<file path="config.mk">
export PLATFORM = sky130hd
export DESIGN_NAME = video_sync_gen
export DESIGN_NICKNAME = d
export VERILOG_FILES = /design/src/rtl/sync_tgen_pkg.sv /design/src/rtl/stg_frame_ctr.sv /design/src/rtl/stg_pulse_train.sv /design/src/rtl/stg_pos_ctr.sv /design/src/rtl/video_sync_gen.sv
export SDC_FILE = /design/constraint.sdc
export NUM_CORES = 1
export LEC_CHECK = 0
export ABC_AREA = 1
export BUFFER_PORTS_ARGS = -buffer_cell sky130_fd_sc_hd__buf_2
export CAP_MARGIN = 20
export CORE_MARGIN = 3
export CORE_UTILIZATION = 42
export CTS_CLUSTER_DIAMETER = 100
export DETAILED_ROUTE_END_ITERATION = 10
export PLACE_DENSITY_LB_ADDON = 0.3
export SLEW_MARGIN = 25
export SYNTH_ARGS = -nofsm -noshare
export SYNTH_HDL_FRONTEND = slang
export SYNTH_SLANG_ARGS = --single-unit
</file>
<file path="constraint.sdc">
create_clock -name clk -period 8.25 [get_ports clk]
set_input_delay 2.0625 -clock clk [delete_from_list [all_inputs] [get_ports clk]]
set_output_delay 2.0625 -clock clk [all_outputs]
set_load 0.01 [all_outputs]
</file>
<file path="src/rtl/sync_tgen_pkg.sv">
`timescale 1ns/1ps
// Package: shared widths and the segment-phase type of the sync timing generator.
// Assumes: long (vertical/offset) fields are wider than short (line) fields.
package sync_tgen_pkg;
    localparam int LONG_W  = 24;   // width of frame-scale pixel counts
    localparam int SHORT_W = 16;   // width of line-scale pixel counts
    localparam int FRAME_W = LONG_W + 2; // holds the sum of three long fields

    typedef enum logic {
        SEG_LOW  = 1'b0,
        SEG_HIGH = 1'b1
    } seg_e;
endpackage

</file>
<file path="src/rtl/stg_frame_ctr.sv">
`timescale 1ns/1ps
// Module: frame pixel counter.
// Counts pixels 0..flen-1 while enabled and wraps. load_o marks a frame
// boundary (first enabled clock or wrap), where the shadow config is refreshed.
// Assumes: flen >= 2 when running; a low en clears the position.
module stg_frame_ctr #(
    parameter int FW = 26
) (
    input  logic          clk,
    input  logic          rst_n,
    input  logic          en,
    input  logic [FW-1:0] flen,
    output logic          run_o,
    output logic [FW-1:0] fc_o,
    output logic          load_o
);
    logic          run_q;
    logic [FW-1:0] fc_q;

    // frame boundary: start of run or last pixel of the frame
    assign load_o = en && (!run_q || (fc_q == flen - 1'b1));

    // advance, wrap or clear the frame position
    always_ff @(posedge clk) begin
        if (!rst_n || !en) begin
            run_q <= 1'b0;
            fc_q  <= '0;
        end else if (load_o) begin
            run_q <= 1'b1;
            fc_q  <= '0;
        end else begin
            fc_q  <= fc_q + 1'b1;
        end
    end

    assign run_o = run_q;
    assign fc_o  = fc_q;

    AST_FC_IN_RANGE: assert property (@(posedge clk) disable iff (!rst_n)
        (run_q && flen != '0) |-> (fc_q < flen));
endmodule

</file>
<file path="src/rtl/stg_pulse_train.sv">
`timescale 1ns/1ps
// Module: pulse train generator.
// When the frame counter reaches start, emits 'lines' repetitions of
// seg_hi high pixels then seg_lo low pixels. pulse_o is registered, so it
// shows the value for the pixel the counter held one clock earlier.
// Assumes: seg_hi >= 1 and seg_lo >= 1; a train is cut at frame wrap.
module stg_pulse_train
    import sync_tgen_pkg::*;
#(
    parameter int FW = 26,
    parameter int LW = 24
) (
    input  logic          clk,
    input  logic          rst_n,
    input  logic          en,
    input  logic          run,
    input  logic [FW-1:0] fc,
    input  logic [FW-1:0] start,
    input  logic [LW-1:0] seg_hi,
    input  logic [LW-1:0] seg_lo,
    input  logic [LW-1:0] lines,
    output logic          pulse_o
);
    logic          on_q;
    seg_e          ph_q;
    logic [LW-1:0] segc_q;
    logic [LW-1:0] ln_q;
    logic          pulse_q;
    logic [LW-1:0] ln_nxt;

    // number of completed lines once the current low segment ends
    assign ln_nxt = ln_q + 1'b1;

    // segment / line sequencing for the pixel held in fc
    always_ff @(posedge clk) begin
        if (!rst_n || !(en && run)) begin
            on_q    <= 1'b0;
            ph_q    <= SEG_LOW;
            segc_q  <= '0;
            ln_q    <= '0;
            pulse_q <= 1'b0;
        end else if (fc == start && lines != '0) begin
            on_q    <= 1'b1;
            ph_q    <= SEG_HIGH;
            segc_q  <= LW'(1);
            ln_q    <= '0;
            pulse_q <= 1'b1;
        end else if (fc == '0) begin
            on_q    <= 1'b0;
            ph_q    <= SEG_LOW;
            pulse_q <= 1'b0;
        end else if (on_q) begin
            if (ph_q == SEG_HIGH) begin
                if (segc_q == seg_hi) begin
                    ph_q    <= SEG_LOW;
                    segc_q  <= LW'(1);
                    pulse_q <= 1'b0;
                end else begin
                    segc_q  <= segc_q + 1'b1;
                    pulse_q <= 1'b1;
                end
            end else if (segc_q == seg_lo) begin
                if (ln_nxt == lines) begin
                    on_q    <= 1'b0;
                    pulse_q <= 1'b0;
                end else begin
                    ph_q    <= SEG_HIGH;
                    segc_q  <= LW'(1);
                    ln_q    <= ln_nxt;
                    pulse_q <= 1'b1;
                end
            end else begin
                segc_q  <= segc_q + 1'b1;
                pulse_q <= 1'b0;
            end
        end else begin
            pulse_q <= 1'b0;
        end
    end

    assign pulse_o = pulse_q;

    AST_OFF_QUIET: assert property (@(posedge clk) disable iff (!rst_n)
        !en |=> !pulse_o);
    AST_LINE_BOUND: assert property (@(posedge clk) disable iff (!rst_n)
        (on_q && fc != '0) |-> (ln_q < lines));
    AST_SEG_BOUND: assert property (@(posedge clk) disable iff (!rst_n)
        (on_q && fc != '0 && ph_q == SEG_HIGH) |-> (segc_q <= seg_hi));
endmodule

</file>
<file path="src/rtl/stg_pos_ctr.sv">
`timescale 1ns/1ps
// Module: active-area position counter.
// Counts column while DE is high and advances the line on each DE line end.
// Registers prepare the position of the next pixel from the current DE.
// Assumes: clr is raised at every frame start and whenever running stops.
module stg_pos_ctr #(
    parameter int SW = 16
) (
    input  logic          clk,
    input  logic          rst_n,
    input  logic          clr,
    input  logic          de,
    output logic [SW-1:0] px_x,
    output logic [SW-1:0] px_y
);
    logic [SW-1:0] x_q;
    logic [SW-1:0] y_q;

    // column counts DE-high pixels; line steps when a DE run has ended
    always_ff @(posedge clk) begin
        if (!rst_n || clr) begin
            x_q <= '0;
            y_q <= '0;
        end else if (de) begin
            x_q <= x_q + 1'b1;
        end else begin
            if (x_q != '0) y_q <= y_q + 1'b1;
            x_q <= '0;
        end
    end

    assign px_x = de ? x_q : '0;
    assign px_y = de ? y_q : '0;
endmodule

</file>
<file path="src/rtl/video_sync_gen.sv">
`timescale 1ns/1ps
// Module: programmable video sync timing generator (top).
// Shadows the timing config at frame boundaries, runs one frame counter and
// derives VS, HS and DE as three pulse trains plus the active position.
// Assumes: every high/low length is >= 1.
module video_sync_gen
    import sync_tgen_pkg::*;
#(
    parameter int LW = LONG_W,
    parameter int SW = SHORT_W
) (
    input  logic          clk,
    input  logic          rst_n,
    input  logic          en,
    input  logic [LW-1:0] vs_delay,
    input  logic [LW-1:0] vs_high_len,
    input  logic [LW-1:0] vs_low_len,
    input  logic [LW-1:0] vs_to_hs,
    input  logic [SW-1:0] hs_high_len,
    input  logic [SW-1:0] hs_low_len,
    input  logic [SW-1:0] hs_lines,
    input  logic [LW-1:0] vs_to_de,
    input  logic [SW-1:0] de_high_len,
    input  logic [SW-1:0] de_low_len,
    input  logic [SW-1:0] de_lines,
    output logic          vs_o,
    output logic          hs_o,
    output logic          de_o,
    output logic [SW-1:0] px_x,
    output logic [SW-1:0] px_y
);
    localparam int FW     = LW + 2;
    localparam int NTRAIN = 3;   // 0: VS, 1: HS, 2: DE

    logic [LW-1:0] sh_dly, sh_vsh, sh_vsl, sh_v2h, sh_v2d;
    logic [SW-1:0] sh_hsh, sh_hsl, sh_hsc, sh_deh, sh_del, sh_dec;
    logic [FW-1:0] flen;
    logic          run;
    logic          load;
    logic [FW-1:0] fc;

    logic [FW-1:0] t_start [NTRAIN];
    logic [LW-1:0] t_hi    [NTRAIN];
    logic [LW-1:0] t_lo    [NTRAIN];
    logic [LW-1:0] t_cnt   [NTRAIN];
    logic [NTRAIN-1:0] t_pulse;

    // refresh the shadow configuration at each frame boundary
    always_ff @(posedge clk) begin
        if (!rst_n) begin
            sh_dly <= '0; sh_vsh <= '0; sh_vsl <= '0; sh_v2h <= '0; sh_v2d <= '0;
            sh_hsh <= '0; sh_hsl <= '0; sh_hsc <= '0;
            sh_deh <= '0; sh_del <= '0; sh_dec <= '0;
        end else if (load) begin
            sh_dly <= vs_delay;    sh_vsh <= vs_high_len; sh_vsl <= vs_low_len;
            sh_v2h <= vs_to_hs;    sh_v2d <= vs_to_de;
            sh_hsh <= hs_high_len; sh_hsl <= hs_low_len;  sh_hsc <= hs_lines;
            sh_deh <= de_high_len; sh_del <= de_low_len;  sh_dec <= de_lines;
        end
    end

    assign flen = FW'(sh_dly) + FW'(sh_vsh) + FW'(sh_vsl);

    stg_frame_ctr #(.FW(FW)) u_frame (
        .clk(clk), .rst_n(rst_n), .en(en), .flen(flen),
        .run_o(run), .fc_o(fc), .load_o(load)
    );

    // per-train parameters taken from the shadow registers
    assign t_start[0] = FW'(sh_dly);
    assign t_hi[0]    = sh_vsh;
    assign t_lo[0]    = sh_vsl;
    assign t_cnt[0]   = LW'(1);
    assign t_start[1] = FW'(sh_dly) + FW'(sh_v2h);
    assign t_hi[1]    = LW'(sh_hsh);
    assign t_lo[1]    = LW'(sh_hsl);
    assign t_cnt[1]   = LW'(sh_hsc);
    assign t_start[2] = FW'(sh_dly) + FW'(sh_v2d);
    assign t_hi[2]    = LW'(sh_deh);
    assign t_lo[2]    = LW'(sh_del);
    assign t_cnt[2]   = LW'(sh_dec);

    for (genvar g = 0; g < NTRAIN; g++) begin : g_train
        stg_pulse_train #(.FW(FW), .LW(LW)) u_train (
            .clk(clk), .rst_n(rst_n), .en(en), .run(run), .fc(fc),
            .start(t_start[g]), .seg_hi(t_hi[g]), .seg_lo(t_lo[g]),
            .lines(t_cnt[g]), .pulse_o(t_pulse[g])
        );
    end

    assign vs_o = t_pulse[0];
    assign hs_o = t_pulse[1];
    assign de_o = t_pulse[2];

    stg_pos_ctr #(.SW(SW)) u_pos (
        .clk(clk), .rst_n(rst_n),
        .clr(!(en && run) || fc == '0),
        .de(de_o), .px_x(px_x), .px_y(px_y)
    );

    AST_SHADOW_HOLD: assert property (@(posedge clk) disable iff (!rst_n)
        !load |=> ($stable(sh_dec) && $stable(sh_vsh) && $stable(sh_hsc)));
endmodule

</file>
# ---- Word-level counts from Yosys, hierarchy flattened
# Cells that the tools add are included.
dict set report word_totals {
  out_inout_bits 35
  ff_bits 428
  elab_cells 183
  inputBits 219
}
dict set report classes {
  n_bitwise 8
  n_eq_ne 22
  add_sub_neg 14
  n_mux 68
  reduce_logical 38
}
# op count
set ops {}
lappend ops {{$mux W24} 12}
lappend ops {{$add A24 B1 Y24 const B} 6}
lappend ops {{$eq A24 B16 Y1} 6}
lappend ops {{$add A24 B24 Y25} 3}
lappend ops {{$mux W1} 54}
lappend ops {{$eq A26 B25 Y1} 2}
lappend ops {{$eq A24 B24 Y1} 2}
lappend ops {{$reduce_bool A24 Y1} 2}
lappend ops {{$add A16 B1 Y16 const B} 2}
lappend ops {{$mux W16} 2}
lappend ops {{$add A25 B24 Y26} 1}
lappend ops {{$add A26 B1 Y26 const B} 1}
lappend ops {{$eq A26 B24 Y1} 1}
lappend ops {{$eq A26 B26 Y1} 1}
lappend ops {{$logic_not A26 Y1} 1}
lappend ops {{$sub A26 B1 Y26 const B} 1}
lappend ops {{$eq A24 B1 Y1 const B} 1}
lappend ops {{$reduce_and A3 Y1} 6}
lappend ops {{$reduce_bool A16 Y1} 1}
lappend ops {{$reduce_and A5 Y1} 3}
lappend ops {{$ne A4 B2 Y1 const B} 3}
lappend ops {{$reduce_or A2 Y1} 5}
lappend ops {{$ne A3 B2 Y1 const B} 3}
lappend ops {{$reduce_bool A3 Y1} 3}
lappend ops {{other kinds (7)} 28}

# ---- Depth between registers and ports, before layout
# Gate-level depths: netlist of the first run.
dict set report depth {
  depth_word 8
  ltp_mapped 29
  depth_no_buf 27
}

# ---- Modules after synthesis
# From an unflattened synthesis of the first run, not the netlist that was laid out.
dict set report hier_totals {
  hier_cells 5750
  hier_area_um2 34421.8
}
# module seq_area_each_um2 instances cells_per_inst area_each_um2
set by_module_without_submodules {}
lappend by_module_without_submodules {stg_pulse_train 1021.0 3 980 5574.1}
lappend by_module_without_submodules {video_sync_gen 4324.1 1 2072 13259.0}
lappend by_module_without_submodules {stg_frame_ctr 540.5 1 413 2446.1}
lappend by_module_without_submodules {stg_pos_ctr 640.6 1 325 1994.4}

# ---- Worst setup path after synthesis of the first run
# Ideal clock, no wire load.
dict set report synth_path {
  path_type {register to register}
  startpoint {register sh_dly[1]}
  endpoint {register sh_dec[15]}
  slack_ns 4.625
  period_less_slack_ns 3.625
  required_ns 8.135
  t_arrival_ns 3.510
  n_path_buf 2
  setup_ns 0.115
  path_stages_with_launch 30
  cell_sequence {dfxtp_1 inv_1 ha_1 fa_1 inv_1 ha_1 inv_1 fa_1 inv_1 nand3_1 nand3_1 nand2_1 nand2_1 nand2_1 nand2_1 nand2_1 nand2_1 nand2_1 nand2_1 nand2_1 nor2_1 nand2_1 nor2_1 nand2_1 nand2_4 buf_6 buf_6 nand3_1 nand2_1 nor2_1}
}
dict set report synth_via {
  elab_chain_len 6
}
# element line
set synth_lines {}
lappend synth_lines {{start, declared} video_sync_gen.sv:35} ;# logic [LW-1:0] sh_dly, sh_vsh, sh_vsl, sh_v2h, sh_v2d;
lappend synth_lines {{start signal, assigned} video_sync_gen.sv:55} ;# sh_dly <= vs_delay; sh_vsh <= vs_high_len; sh_vsl <= vs_low_len;
lappend synth_lines {{$add A24 B24 Y25} video_sync_gen.sv:62} ;# assign flen = FW'(sh_dly) + FW'(sh_vsh) + FW'(sh_vsl);
lappend synth_lines {{$add A25 B24 Y26} video_sync_gen.sv:62}
lappend synth_lines {{$sub A26 B1 Y26} stg_frame_ctr.sv:21} ;# assign load_o = en && (!run_q || (fc_q == flen - 1'b1));
lappend synth_lines {{$eq A26 B26 Y1} stg_frame_ctr.sv:21}
lappend synth_lines {{$logic_or A1 B1 Y1} stg_frame_ctr.sv:21}
lappend synth_lines {{$logic_and A1 B1 Y1} stg_frame_ctr.sv:21}
lappend synth_lines {{end signal, assigned} video_sync_gen.sv:58} ;# sh_deh <= de_high_len; sh_del <= de_low_len; sh_dec <= de_lines;
lappend synth_lines {{end, declared} video_sync_gen.sv:36} ;# logic [SW-1:0] sh_hsh, sh_hsl, sh_hsc, sh_deh, sh_del, sh_dec;
# Every way passes these cells.
# A chain may end at the register's enable or synchronous reset.

# ---- Worst setup path after layout of the first run
dict set report layout_path {
  startpoint {register sh_dly[12]}
  endpoint {register sh_deh[4]}
}
dict set report layout_via {
  elab_chain_len 6
}
# element line
set layout_lines {}
lappend layout_lines {{$add A24 B24 Y25} video_sync_gen.sv:62}
lappend layout_lines {{$add A25 B24 Y26} video_sync_gen.sv:62}
lappend layout_lines {{$sub A26 B1 Y26} stg_frame_ctr.sv:21}
lappend layout_lines {{$eq A26 B26 Y1} stg_frame_ctr.sv:21}
lappend layout_lines {{$logic_or A1 B1 Y1} stg_frame_ctr.sv:21}
lappend layout_lines {{$logic_and A1 B1 Y1} stg_frame_ctr.sv:21}
lappend layout_lines {{end signal, assigned} video_sync_gen.sv:58}
lappend layout_lines {{end, declared} video_sync_gen.sv:36}
# Every way passes these cells.

==> impl_results.md, run 1 <==
- Postcts setup bufs: 0
- Post-synthesis register bit count: about 430
- Status: finished clean
- Critical Path Fanout Max: 124
- CP startpoint kind: register
- Slew Viols, Final: 0
- Req. time, crit path: 8.75 ns
- Initial Util: 0.426
- Pleak: 0.0172 uW
- DR DRC count: 0
- Initial antenna violation count: 3
- Async SR Flop Fraction: 0
- RSZ-0062 raised after global routing: no
- Least-Margin Pin Slew: 1.09 ns
- H-tree depth: 2
- Register clock-pin slew on the reported worst setup and hold paths: 0.06 ns
- IO Pins: between 200 and 300
- Root buf cell: clkbuf_16
- DRT Pass-1 Iters: 6
- Synthesized area: 33100 um^2
- Via count: 34100
- Crit path kind: reg -> reg
- CTS resizes: 0
- Max transition margin: 0.269
- Clock sink count: 428
- Drt total wl: 104000 um
- Total gr overflow: 0
- Pwr Density: 169 nW/um^2
- Synth unique cells: between 50 and 60
- Most used DFF post-synth: dfxtp_1
- Largest net degree at the start of global routing: 181
- Post-DRT Antenna Nets: 0
- Setup-failing EPs final: 0
- DRT iter0 DRCs: 2840
- Worst setup EP type: register
- Die height: 287 um
- Vias in the first global route: 30800
- Cts bufs inserted: 52
- Max frequency: 0.192 GHz
- Final net count: 5868
- Area Overhead vs Synth: 10.1%
- Cells after Synth: 5420
- Hold buffer count at cts: 0
- CP arrival: 5.70 ns
- Rows: 102
- PortBufs: 253
- Synth warnings: 0
- Post-synth EDFFs: 0
- Dpl hpwl: 78300 um
- TritonCTS clock tree: yes
- Die Footprint: 82200 um^2
- Core Footprint: around 78000 um^2
- Fin crit period: 5.20 ns
- Fillers: 8246
- Die width: 287 um
- Hold_ws: approximately 0.47 ns
- Via density: 5.16
- Fin. Hold Viols: 0
- Min-delay worst type: reg -> reg
- GRT Overall Usage: 0.245
- Clock Path Buffers: 3
- Max VDD drop: 0.000158 V
- Mean Syn Cell Area: around 6 um^2
- GP Congestion: 0.963
- Layout cell share with drive strength beyond 1: 0.0797
- Syn nets: 5774
- Final core occ: 0.469
- Max_cap viols: 0
- Share of the yosys chip area belonging to registers: 0.259
- Clk Latency, worst-skew pair: 0.62 ns
- WL per Instance: 15.7 um
- Final period util: 0.630
- Setup TNS: 0 ns
- Total Power: 6150 uW
- First-pass GRT wire length: ~160000 um
- Clock Skew: 0.0247 ns
==> area by class of cell <==
type | instances | area (um^2) | area share
inverters | 801 | 3010 | 0.0825
clock inverters | 31 | 348 | 0.00955
diodes | 1 | 2.50 | 0.0000687
well taps | 1040 | 1300 | 0.0357
clock buffers | 67 | 1460 | 0.0400
repair buffers | 284 | 1560 | 0.0428
multi-input cells | 3947 | 20200 | 0.554
flip-flops and latches | 428 | 8570 | 0.235
==> cell usage in the layout, fill, tap and decap left out, drive strengths merged, types with 2 or more instances in the layout <==
master / instances
a21o: 2
o22ai: 6
o21a: 2
nand2b: 3
xor2: 171
clkinvlp: 3
a31oi: 4
nand4: 112
o2111ai: 10
o211ai: 18
xnor2: 82
or2: 54
xnor3: 2
ha: 109
nand3: 514
nor4: 56
fa: 26
and2: 8
nand2: 1352
and3: 4
dfxtp: 428
a21boi: 2
a211oi: 2
nand3b: 47
nor3b: 24
clkbuf: 67
o21bai: 13
a21oi: 451
clkinv: 23
inv: 801
bufinv: 5
nor3: 136
nor4b: 3
nor2: 660
o21ai: 71
buf: 284
==> flip-flops by register name, indices dropped and copies added (netlist names) <==
| signal | flops |
|---|---|
| sh_vsl | 24 |
| sh_v2d | 24 |
| sh_hsl | 16 |
| sh_vsh | 24 |
| u_frame.run_o | 1 |
| sh_hsh | 16 |
| sh_dec | 16 |
| g_train.u_train.ph_q | 3 |
| g_train.u_train.pulse_o | 3 |
| g_train.u_train.segc_q | 72 |
| sh_deh | 16 |
| sh_del | 16 |
| sh_v2h | 24 |
| g_train.u_train.ln_q | 72 |
| u_pos.x_q | 16 |
| g_train.u_train.on_q | 3 |
| sh_hsc | 16 |
| u_frame.fc_o | 26 |
| u_pos.y_q | 16 |
| sh_dly | 24 |
==> worst max-delay path, stage by stage, from the launching register on <==
cell and delay [ns]:
dfxtp_1 0.66, inv_1 0.14, ha_1 0.30, inv_1 0.05, fa_1 0.45, ha_1 0.38
nand2_1 0.13, o21ai_0 0.40, a21oi_1 0.14, nand2_1 0.15, nand2_1 0.07, nand2_1 0.06
nand2_1 0.05, nor2_1 0.11, nand3_1 0.09, nor2_1 0.13, nand2_1 0.16, nand2_8 0.32
buf_16 0.38, buf_12 0.46, nand3_1 0.15, nand2_1 0.09, nor2_1 0.04
==> metrics by stage <==
stage | instances | setup WS [ns] | cell area [um^2]
2_1_floorplan | 5420 | 4.63 | 33100
3_3_place_gp | 6499 | 3.16 | 34600
3_5_place_dp | 6499 | 3.01 | 34600
4_1_cts | 6597 | 3.00 | 36400
5_1_grt | 6598 | 2.64 | 36400
6_report | 6599 | 3.05 | 36400
==> layer usage <==
metal,GRT usage,vias to the layer above,part of all wire
met4,0.0755,0,0.031
met5,0,-,0
met2,0.392,944,0.44
met3,0.0298,184,0.061
met1,0.343,15500,0.47
li1,-,17400,-
==> report_power, final <==
| part | internal, uW | switching (uW) | leakage (uW) |
|---|---|---|---|
| registers | 2150 | 104 | 0.00350 |
| clock network | 1420 | 1000 | 0.000893 |
| logic | 550 | 921 | 0.0128 |
| total | 4120 | 2030 | 0.0172 |
==> cells in the mapped netlist, types with 4 or more instances <==
master	instances	area (um^2)
a21oi_1	451	2260
a31oi_1	4	25.0
and2_1	8	50.1
and3_1	4	25.0
buf_1	44	165
buf_2	39	195
buf_4	26	195
buf_6	35	394
clkbuf_1	99	372
clkinv_1	8	30.0
dfxtp_1	428	8570
fa_1	26	521
ha_1	109	1360
inv_1	787	2950
inv_2	6	22.5
nand2_1	1345	5050
nand2_2	4	25.0
nand3_1	510	2550
nand3b_1	47	353
nand4_1	111	694
nor2_1	650	2440
nor2_2	9	56.3
nor3_1	135	676
nor3b_1	23	173
nor4_1	55	344
o2111ai_1	10	87.6
o211ai_1	18	135
o21ai_0	66	330
o21ai_1	5	25.0
o21bai_1	12	90.1
o22ai_1	6	37.5
or2_0	7	43.8
or2_1	14	87.6
or2_2	33	206
xnor2_1	82	718
xor2_1	171	1500
==> path summary, 6_finish.rpt <==
check | start | endpoint | slack (ns) | cells after the start
worst min register to register | g_train[1].u_train.ln_q[23]$_SDFFE_PP0P_ | g_train[1].u_train.ln_q[23]$_SDFFE_PP0P_ | 0.47 | 2
worst max register to register | sh_dly[12]$_SDFFE_PN0P_ | sh_deh[4]$_SDFFE_PN0P_ | 3.05 | 22
worst min-delay path | g_train[1].u_train.ln_q[23]$_SDFFE_PP0P_ | g_train[1].u_train.ln_q[23]$_SDFFE_PP0P_ | 0.47 | 2
worst max-delay path | sh_dly[12]$_SDFFE_PN0P_ | sh_deh[4]$_SDFFE_PN0P_ | 3.05 | 22
==> logic make-up after synthesis <==
group / share of synthesized area
DFF: 0.259
buffers and inverters: 0.131
and+or+nand+nor: 0.392
xor gates and xnor gates: 0.0683
AOI/OAI and AO/OA: 0.0927
adders and majority gates: 0.0570
Power figures use the tool's default switching activity.
==> run 2: changes to the inputs <==
clock period = 4.3 ns   (was 8.25 ns; I/O delays follow)
==> run 2 against run 1 <==
- critical path depth up 3
- fmax is 29% higher
- power up 92%
- sequential power up 91%
- design area increased by 2.2%
- hold slack worse by 0.0032 ns
- die area is the same
- combinational power rose by 100%
- non-clock buffer count grew 71
- utilization is 1.0 points higher
- sequential share of layout area shrank 0.50 points
- count of clock-buffer cells in the layout up 5
- critical path type unchanged
==> impl_results.md, run 2 (synthesis results as in run 1) <==
- Crit path launch: sh_dly[16]$_SDFFE_PN0P_
- Fin crit period: 4.02 ns (-1.18 ns)
- Root buf cell: clkbuf_16
- Highest routed layer: met5
- Final period util: 0.935 (+0.305)
- WL met1: 49000 um (+1.5%)
- Via count: 34400 (+1.1%)
- GRT Overall Usage: 0.253 (+0.00804)
- Hold Crit Start: g_train[1].u_train.ln_q[23]$_SDFFE_PP0P_
- Dpl hpwl: 82500 um (+5.4%)
- Register clock-pin slew on the reported worst setup and hold paths: 0.06 ns (about the same)
- Least-Margin Pin Slew: 0.974 ns (-0.113 ns)
- Setup TNS: 0 ns (unchanged)
- Drt total wl: 108000 um (+3.9%)
- Req. time, crit path: 4.81 ns (-3.94 ns)
- Met3 wire length: 7250 um (+15%)
- Max_cap viols: 0 (unchanged)
- Reg-to-reg startpoint: sh_dly[16]$_SDFFE_PN0P_
- Hold buffer count at cts: 0 (unchanged)
- H-tree depth: 2 (unchanged)
- Via density: 5.17 (+0.11%)
- Vias in the first global route: 31600 (+2.7%)
- First-pass GRT wire length: 169000 um (+3.1%)
- Core Footprint: 77700 um^2 (unchanged)
- Total gr overflow: 0 (unchanged)
- CP arrival: 4.53 ns (-1.17 ns)
- TritonCTS clock tree: yes
- Hold depth: 2 (unchanged)
- Post-DP Area: 35300 um^2 (+1.9%)
- Area Overhead vs Synth: 12.6%
- Most frequent cells in the layout: nand2_1, inv_1, nor2_1, nand3_1, a21oi_1
- Initial antenna violation count: 4 (+1)
- Critical path depth: 25 (+14%)
- Placed instance count: 6564 (+1.0%)
- Metal2 WL: 48400 um (+5.3%)
- Clk Latency, worst-skew pair: 0.62 ns (about the same)
- Die width: 287 um (unchanged)
- Fillers: 8201 (-0.55%)
- WL per Instance: 16.2 um (+2.9%)
- Fin. Hold Viols: 0 (unchanged)
- Critical Path Fanout Max: 20 (-84%)
- Initial Util: 0.426 (unchanged)
- Crit path kind: reg -> reg
- Final core occ: 0.479 (+0.0104)
- Min-delay worst type: reg -> reg
- Setup-failing EPs final: 0 (unchanged)
- Clock Path Buffers: 3 (unchanged)
- Pwr Density: 317 nW/um^2 (+88%)
- Largest stage delay, worst path: 0.47 ns (-0.19 ns)
- Post-Layout Cell Count: 6664 (+0.98%)
- DRT iter0 DRCs: 2703 (-4.8%)
- Max transition margin: 0.351 (+0.0817)
- PortBufs: 253 (unchanged)
- Commonest non-fill, non-tap cell in the layout: nand2_1
- Rows: 102 (unchanged)
- Pleak: 0.0176 uW (+2.5%)
- GP Congestion: 0.986 (+2.3%)
- Final instance area: 37200 um^2 (+2.2%)
- DRT Pass-1 Iters: 6 (unchanged)
- Status: finished clean
- Max frequency: 0.249 GHz (+29%)
- CP startpoint kind: register
- R2R depth: 25 (+14%)
- Slew Viols, Final: 0 (unchanged)
- Top cell family by delay on the critical path: simple AND/OR/NAND/NOR gates
- Clock sink count: 428 (unchanged)
- Final net count: 5939 (+1.2%)
- IO Pins: 254 (unchanged)
- Post-DRT Antenna Nets: 0 (unchanged)
- Layout cell share with drive strength beyond 1: 0.0916 (+0.0119)
- Die height: 287 um (unchanged)
- Worst setup EP type: register
- Largest net degree at the start of global routing: 193 (+6.6%)
- Die Footprint: 82200 um^2 (unchanged)
- Cts bufs inserted: 52 (unchanged)
- Max VDD drop: 0.000254 V (+61%)
- Buf+Inv Stages, Crit Path: 4 (unchanged)
- CP most frequent cell: nand2_1
- Clock Skew: 0.0187 ns (-0.00599 ns)
- Slowest stage cell on the critical path: dfxtp_1
- DR DRC count: 0 (unchanged)
[run 2: cell types whose count changed in the layout (fill, tap and decap cells not counted), moves of 3 or more]
cell       change
buf_4         +51
buf_12        +10
clkbuf_16      +5
clkinv_2       -5
inv_6          -5
buf_16         +4
clkbuf_1       +3
dfxtp_1        -3
dfxtp_2        +3
[run 2: routing by layer]
metal / vias to the layer above / GRT usage
met5: - / 0
met4: 6 / 0.0711
met3: 189 / 0.0353
met2: 979 / 0.411
met1: 15700 / 0.349
li1: 17600 / -
[run 2: final timing paths]
check,end,slack [ns]
min,g_train[1].u_train.ln_q[23]$_SDFFE_PP0P_,0.47
min reg2reg,g_train[1].u_train.ln_q[23]$_SDFFE_PP0P_,0.47
max,sh_vsl[14]$_SDFFE_PN0P_,0.28
max reg2reg,sh_vsl[14]$_SDFFE_PN0P_,0.28
[run 2: final cells by class]
class	count	area, um^2	share of cell area
Antenna cell	1	2.50	0.0000672
Multi-Input combinational cell	3947	20200	0.543
Timing Repair Buffer	355	2390	0.0642
Inverter	801	3010	0.0807
Tap cell	1040	1300	0.0349
Clock inverter	20	272	0.00729
Sequential cell	428	8570	0.230
Clock buffer	72	1500	0.0402
[run 2: worst register-to-register path, delay by kind of cell, from the launching register on]
family,cells,cell delay (ns)
compound gates,1,0.22
fa+ha+maj,3,1.16
buf+inv,4,0.63
flops,1,0.47
simple gates,17,1.44
[run 2: where the power goes]
group | total, uW | switching (uW) | internal, uW | leakage (uW)
Clock | 4550 | 1870 | 2680 | 0.000857
Combinational | 2950 | 1820 | 1130 | 0.0132
Sequential | 4300 | 180 | 4120 | 0.00350
[run 2: repair_timing]
action,CTS,global route
setup buffers,0,2
endpoints found under the setup margin,0,211
gates resized for setup,0,17
[run 2: per-stage QoR]
stage | hold slack [ns] | setup slack [ns] | power, uW
floorplan | 0.441 | 0.675 | 6450
global placement | 0.453 | 0.212 | 7240
detailed placement | 0.461 | 0.237 | 7260
CTS | 0.470 | 0.199 | 11800
global route | 0.482 | -0.00491 | 12500
finish | 0.466 | 0.278 | 11800
